File: src/rtl/audio_port_csr.sv
module audio_port_csr #(
  parameter int DATA_W       = 32,
  parameter int FLAG_SHIFT   = 8,
  parameter int DMA_EN_BIT   = 16,
  parameter int FIFO_RST_BIT = 24,
  parameter int SOFT_RST_BIT = 25,
  parameter int XFER_EN_BIT  = 31
) (
  input  logic              clk,
  input  logic              rst_n,
  input  logic              wr_en,
  input  logic [DATA_W-1:0] wr_data,
  output logic [DATA_W-1:0] rd_data,
  input  logic              ev_word_start,
  input  logic              ev_sync_err,
  input  logic              ev_fifo_err,
  input  logic              fifo_warn_lvl,
  input  logic              fifo_req_lvl,
  input  logic              frame_end,
  output logic              irq,
  output logic              dma_req,
  output logic              fifo_clr,
  output logic              serial_rst,
  output logic              xfer_en
);

  localparam int NUM_EV   = 5;
  localparam int NUM_STKY = 3;
  localparam int REQ_IDX  = 4;

  logic [NUM_EV-1:0]   ie_q, flag_q, ev_in;
  logic [NUM_STKY-1:0] clr_w, sticky_nxt;
  logic dma_en_q, fr_q, sr_q, en_q, stop_pend_q, sr_nxt;
  logic unused_bits;

  assign ev_in  = {fifo_req_lvl, fifo_warn_lvl, ev_fifo_err, ev_sync_err, ev_word_start};
  assign clr_w  = wr_en ? wr_data[FLAG_SHIFT +: NUM_STKY] : '0;
  assign sr_nxt = wr_en ? wr_data[SOFT_RST_BIT] : sr_q;
  assign sticky_nxt = sr_nxt ? '0 : ((flag_q[NUM_STKY-1:0] & ~clr_w) | ev_in[NUM_STKY-1:0]);
  assign unused_bits = ^wr_data;

  always_ff @(posedge clk or negedge rst_n) begin
    if (!rst_n) begin
      ie_q     <= '0;
      flag_q   <= '0;
      dma_en_q <= 1'b0;
      fr_q     <= 1'b0;
      sr_q     <= 1'b0;
    end else begin
      flag_q <= {ev_in[NUM_EV-1:NUM_STKY], sticky_nxt};
      sr_q   <= sr_nxt;
      fr_q   <= wr_en & wr_data[FIFO_RST_BIT];
      if (wr_en) begin
        ie_q     <= wr_data[NUM_EV-1:0];
        dma_en_q <= wr_data[DMA_EN_BIT];
      end
    end
  end

  always_ff @(posedge clk or negedge rst_n) begin
    if (!rst_n) begin
      en_q        <= 1'b0;
      stop_pend_q <= 1'b0;
    end else if (sr_nxt) begin
      en_q        <= 1'b0;
      stop_pend_q <= 1'b0;
    end else if (wr_en && wr_data[XFER_EN_BIT]) begin
      en_q        <= 1'b1;
      stop_pend_q <= 1'b0;
    end else if (wr_en && en_q) begin
      stop_pend_q <= 1'b1;
    end else if (stop_pend_q && frame_end) begin
      en_q        <= 1'b0;
      stop_pend_q <= 1'b0;
    end
  end

  always_comb begin
    rd_data = '0;
    rd_data[NUM_EV-1:0]         = ie_q;
    rd_data[FLAG_SHIFT +: NUM_EV] = flag_q;
    rd_data[DMA_EN_BIT]         = dma_en_q;
    rd_data[SOFT_RST_BIT]       = sr_q;
    rd_data[XFER_EN_BIT]        = en_q;
  end

  assign irq        = |(flag_q & ie_q);
  assign dma_req    = dma_en_q & flag_q[REQ_IDX];
  assign fifo_clr   = fr_q;
  assign serial_rst = sr_q;
  assign xfer_en    = en_q;

  AST_W1C_CLEARS: assert property (@(posedge clk) disable iff (!rst_n)
    (wr_en && wr_data[FLAG_SHIFT] && !ev_word_start) |=> !rd_data[FLAG_SHIFT]);
  AST_EVENT_WINS: assert property (@(posedge clk) disable iff (!rst_n)
    (ev_fifo_err && wr_en && wr_data[FLAG_SHIFT+2] && !wr_data[SOFT_RST_BIT]) |=> rd_data[FLAG_SHIFT+2]);
  AST_IRQ_MASKED: assert property (@(posedge clk) disable iff (!rst_n)
    (rd_data[NUM_EV-1:0] == '0) |-> !irq);
  AST_FIFO_CLR_FOLLOWS: assert property (@(posedge clk) disable iff (!rst_n)
    (wr_en && wr_data[FIFO_RST_BIT]) |=> fifo_clr);
  AST_FIFO_CLR_ONESHOT: assert property (@(posedge clk) disable iff (!rst_n)
    (fifo_clr && !wr_en) |=> !fifo_clr);
  AST_SRST_QUIET: assert property (@(posedge clk) disable iff (!rst_n)
    serial_rst |-> (!xfer_en && rd_data[FLAG_SHIFT +: NUM_STKY] == '0));
  AST_STOP_DEFERRED: assert property (@(posedge clk) disable iff (!rst_n)
    (xfer_en && wr_en && !wr_data[XFER_EN_BIT] && !wr_data[SOFT_RST_BIT]) |=> xfer_en);

endmodule

File: config.mk
export PLATFORM = sky130hd
export DESIGN_NAME = audio_port_csr
export DESIGN_NICKNAME = d
export VERILOG_FILES = /design/src/rtl/audio_port_csr.sv
export SDC_FILE = /design/constraint.sdc
export NUM_CORES = 1
export LEC_CHECK = 0
export BUFFER_PORTS_ARGS = -buffer_cell sky130_fd_sc_hd__buf_2
export CORE_MARGIN = 8
export CORE_UTILIZATION = 32
export CTS_CLUSTER_SIZE = 16
export DETAILED_ROUTE_END_ITERATION = 12
export GPL_TIMING_DRIVEN = 0
export HOLD_SLACK_MARGIN = 0.03
export MAX_ROUTING_LAYER = met4
export PLACE_DENSITY = 0.76
export SETUP_SLACK_MARGIN = 0.1
export SYNTH_ARGS = -nofsm -noshare
export SYNTH_HDL_FRONTEND = slang
export SYNTH_SLANG_ARGS = --single-unit
export TNS_END_PERCENT = 1
File: constraint.sdc
create_clock -name clk -period 0.9 [get_ports clk]
set_input_delay 0 -clock clk [delete_from_list [all_inputs] [get_ports clk]]
set_output_delay 0 -clock clk [all_outputs]
set_load 0.005 [all_outputs]
### Yosys cells after proc, flatten, opt, wreduce, memory -nomap -nowiden

Cells that the tools add are included.

* flip-flop bits (word level): 15
* output and inout bits: 37

* equal/unequal tests: 1
* mux-type cells: 10
* bitwise logic cells: 6
* reductions and logical operators: 7

Operators by type and width (number)
* 1-bit two-way mux: 8
* 3-bit two-way mux: 2
* 5-bit AND: 1
* 5-bit OR reduction: 1
* 4-bit nonzero test: 1
* 3-bit AND: 1
* 1-bit logical AND: 3
* 3-bit inequality test, second input constant: 1
* 3-bit inverter: 1
* 3-bit OR: 1
* 3-bit nonzero test: 1
* 1-bit AND: 2
* 2-bit AND reduction: 1

### Longest topological paths before layout

* depth in word-level cells: 5
* gate-level depth with buffers: 4
* mapped depth without buffers: 3

### Worst setup path before layout

Ideal clock, no wire load.

* path kind: reg2reg
* from: register sr_q (netlist: serial_rst)
* to: register stop_pend_q
* library setup time: 0.094 ns
* arrival time: 0.792 ns
* data required time: 0.806 ns
* slack: 0.015 ns
* cell stages (with the launch flop): 4
* buffers on the path: 0
* clock period less this slack: 0.885 ns
* cell sequence: dfrtp_1 > mux2i_4 > inv_2 > a221oi_2

* longest elaborated chain between the ends: 2
* elaborated cells between the ends (all ways): 3

RTL lines
* start, declared: line 33 `logic dma_en_q, fr_q, sr_q, en_q, stop_pend_q, sr_nxt;`
* start signal, assigned: line 51 `sr_q <= sr_nxt;`
* 1-bit two-way mux (*): line 38 `assign sr_nxt = wr_en ? wr_data[SOFT_RST_BIT] : sr_q;`
* named net sr_nxt: line 33
* 4-bit nonzero test (no line) or 1-bit two-way mux (tied branches)
* end signal, assigned: line 63 `stop_pend_q <= 1'b0;`
* end signal, assigned: line 66 `stop_pend_q <= 1'b0;`
* end signal, assigned: line 69 `stop_pend_q <= 1'b0;`
* end, declared: line 33

Mark *: on every way through the listed nets, which the timed path passes. The rest lies on a longest branch.
A chain may end at the register's enable or synchronous reset.

### Worst setup path in the final report

* from: register flag_q[0]
* to: output irq

* longest elaborated chain between the ends: 2

RTL lines
* start, declared: line 31 `logic [NUM_EV-1:0] ie_q, flag_q, ev_in;`
* start signal, assigned: line 50 `flag_q <= {ev_in[NUM_EV-1:NUM_STKY], sticky_nxt};`
* 5-bit AND: line 87 `assign irq = |(flag_q & ie_q);`
* 5-bit OR reduction: line 87
* end, declared: line 20 `output logic irq,`

Every way passes these cells.

==> impl_metrics.yaml <==
route:
  wl_per_cell_um: 13.2
  ant_nets: 0
  dr.pass1.iters: 6
  drc: 0
  viasPerCell: 4.05
  vias: 696
  detailedRoute.firstIterationViolations: 9
  wl_um: 2280
global_route:
  grt_usage: 0.111
  grt_pass1_vias: 785
  grt_max_degree: 16
  grt_pass1_wl_um: 3590
  antenna_found_initial: 0
  gr-total-overflow: 0
final_layout:
  final_net_count: 184
  syn2layout_area_growth_pct: 63.3
  antennaDiodeCount: 0
  finalNonFillerCells: 172
  drive_above_1_share: 0.535
clocking:
  cts_buffers: 3
  clk_pin_slew_ns: 0.09
  numClockSinks: 15
  clkLatencyLatePin_ns: 0.28
  cts_tree: "done"
  ctsRootBufferMaster: "clkbuf_4"
  h-tree-depth: 1
  cts_max_path_buffers: 2
floorplanning:
  die_w_um: 65.8
  die_y_um: 65.8
  rows: 18
  core_um2: 2410
  ios: 78
  die_area_um2: 4320
  start_util: 0.329
power:
  swShare: 0.265
  power.total_mw: 1.63
  power_switching_mw: 0.432
  p_seq_frac: 0.480
  p_leak_nw: 0.704
  clkPwrFrac: 0.232
  power_density_nw_per_um2: 1260
  p_int_mw: 1.20
  irDropWorstVdd_v: 0.000970
  pwr-share-comb: 0.287
critical_path:
  critPathMaxFanout: 2
  r2r-start: "serial_rst"
  critPathArrivalTime_ns: 1.24
  required_ns: 0.90
  r2r_end: "stop_pend_q"
  setup.worst_path.end: "irq"
  crit_path_start_kind: "register"
  cp-startpoint: "flag_q[0]"
  criticalPathCategory: "register to output port"
  worstRegToRegCells: 3
  rrSetupSlack_ns: -0.08
  worstSetupEndpointType: "output port"
synth:
  synth_warnings: 0
  synth.top_cell.area_share: 0.474
  syn_inst: 65
  synth.distinct_cells: 19
  ys_seq_elements: 15
  avgSynthCellArea_um2: 12.2
  syn_area_um2: 792
  yosys.area.top_type: "dfrtp_1"
  yosysSeqAreaShare: 0.474
  netlist_top_cells_area: "dfrtp_1, buf_4, mux2_4, mux2_2, a21boi_1"
timing:
  skew_ns: 0.000842
  slew_viol_final: 0
  timing.fmax_mhz: 804
  finalSetupViolCount: 9
  rsz0062_at_grt: "true"
  hold_violations: 0
  finalCritPeriodShare: 1.38
  final.min_clock_period_ns: 1.24
  setup_ws_ns: -0.343
placed_design:
  place_inst: 150
  place.gp.congestion: 0.692
  hpwl_um: 1660
  port-buffer-count: 37
run_status:
  violations: "negative setup slack"
  outcome: "complete, but fails checks"
flow_run:
  maxCapViolCount: 0
min_path:
  hp-class: "input pin to register"
critical path: stages, from the launching register on:
cell      delay [ns]
dfrtp_1         0.39
a222oi_1        0.35
nand2_1         0.08
buf_2           0.14
per-stage QoR:
step / TNS, ns / setup WS, ns / utilization / area (um^2) / hold WS [ns]
finish: -0.658 / -0.343 / 0.537 / 1290 / 0.00217
global route: -1.24 / -0.470 / 0.537 / 1290 / -0.0134
CTS: -0.753 / -0.378 / 0.531 / 1280 / -0.00926
detailed placement: -0.109 / -0.0561 / 0.449 / 1080 / -0.0770
global placement: -0.0729 / -0.0534 / 0.449 / 1080 / -0.0858
floorplan: 0 / 0.0145 / - / 860 / -0.296
logic make-up after synthesis:
| kind of cell | count (synthesis) | synth area share |
|---|---|---|
| buffers and inverters | 25 | 0.237 |
| DFF | 15 | 0.474 |
| AOI/OAI and AO/OA | 12 | 0.123 |
| muxes | 7 | 0.128 |
| and+or+nand+nor | 5 | 0.0332 |
| other | 1 | 0.00473 |
state kept, by name, indices dropped and copies added (netlist names):
name and flops:
ie_q 5, stop_pend_q 1, flag_q 5, dma_en_q 1, xfer_en 1, fifo_clr 1, serial_rst 1
layout by cell type (no fill, tap or decap), types with 2 or more instances in the layout:
cell type / netlist / routed
dlygate4sd3_1: 0 / 17
conb_1: 1 / 19
mux2_4: 3 / 4
clkbuf_4: 0 / 3
nand2_1: 2 / 2
mux2_2: 3 / 2
buf_2: 0 / 37
o21a_1: 3 / 3
a21boi_1: 3 / 3
dfrtp_1: 15 / 15
buf_4: 23 / 24
and2_1: 2 / 2
Yosys cell counts:
master    count
dfrtp_1      15
mux2_4        3
a21bo_2       1
a222oi_1      1
mux2i_4       1
a21boi_1      3
o21ai_0       1
a22oi_1       1
conb_1        1
and2_1        2
a221oi_2      1
a21oi_1       1
nand2_1       2
nand2b_1      1
o21a_1        3
inv_2         1
buf_4        23
buf_6         1
mux2_2        3
power by group through the flow:
stage	clock, mW	sequential [mW]	combinational, mW
finish	0.380	0.784	0.469
global route	0.431	0.794	0.518
CTS	0.396	0.782	0.459
detailed placement	0	0.796	0.393
global placement	0	0.793	0.382
floorplan	0	0.794	0.226
cell type report:
| cell class | instances | area (um^2) |
|---|---|---|
| plain buffers | 24 | 184 |
| clock buffers | 4 | 26.3 |
| fillers | 203 | 1120 |
| inverters | 1 | 3.75 |
| multi-input cells | 43 | 304 |
| flip-flops and latches | 15 | 375 |
| well taps | 30 | 37.5 |
| repair buffers | 55 | 363 |
what timing repair did:
item,4_1_cts,5_1_grt
hold buffers,16,1
setup buffers,1,0
endpoints found under the setup margin,23,28
cloned,0,0
pin swaps,1,0
resized for setup,1,1
endpoints found under the hold margin,30,6
worst min path at each step:
stage	from	end	slack, ns	depth (start not counted)
global placement	rst_n	serial_rst	-0.09	1
global route	wr_en	ie_q[0]	-0.01	2
floorplan	rst_n	dma_en_q	-0.30	0
CTS	wr_en	ie_q[0]	-0.009	2
finish	wr_en	ie_q[0]	0.002	2
detailed placement	rst_n	xfer_en	-0.08	1
per-layer routing:
layer	vias to the layer above	GRT usage	wire [um]
met5	-	-	0
met4	0	0.0463	13
met3	4	0.0493	264
met2	42	0.190	1160
met1	319	0.106	840
li1	331	-	-
Power figures use the tool's default switching activity.
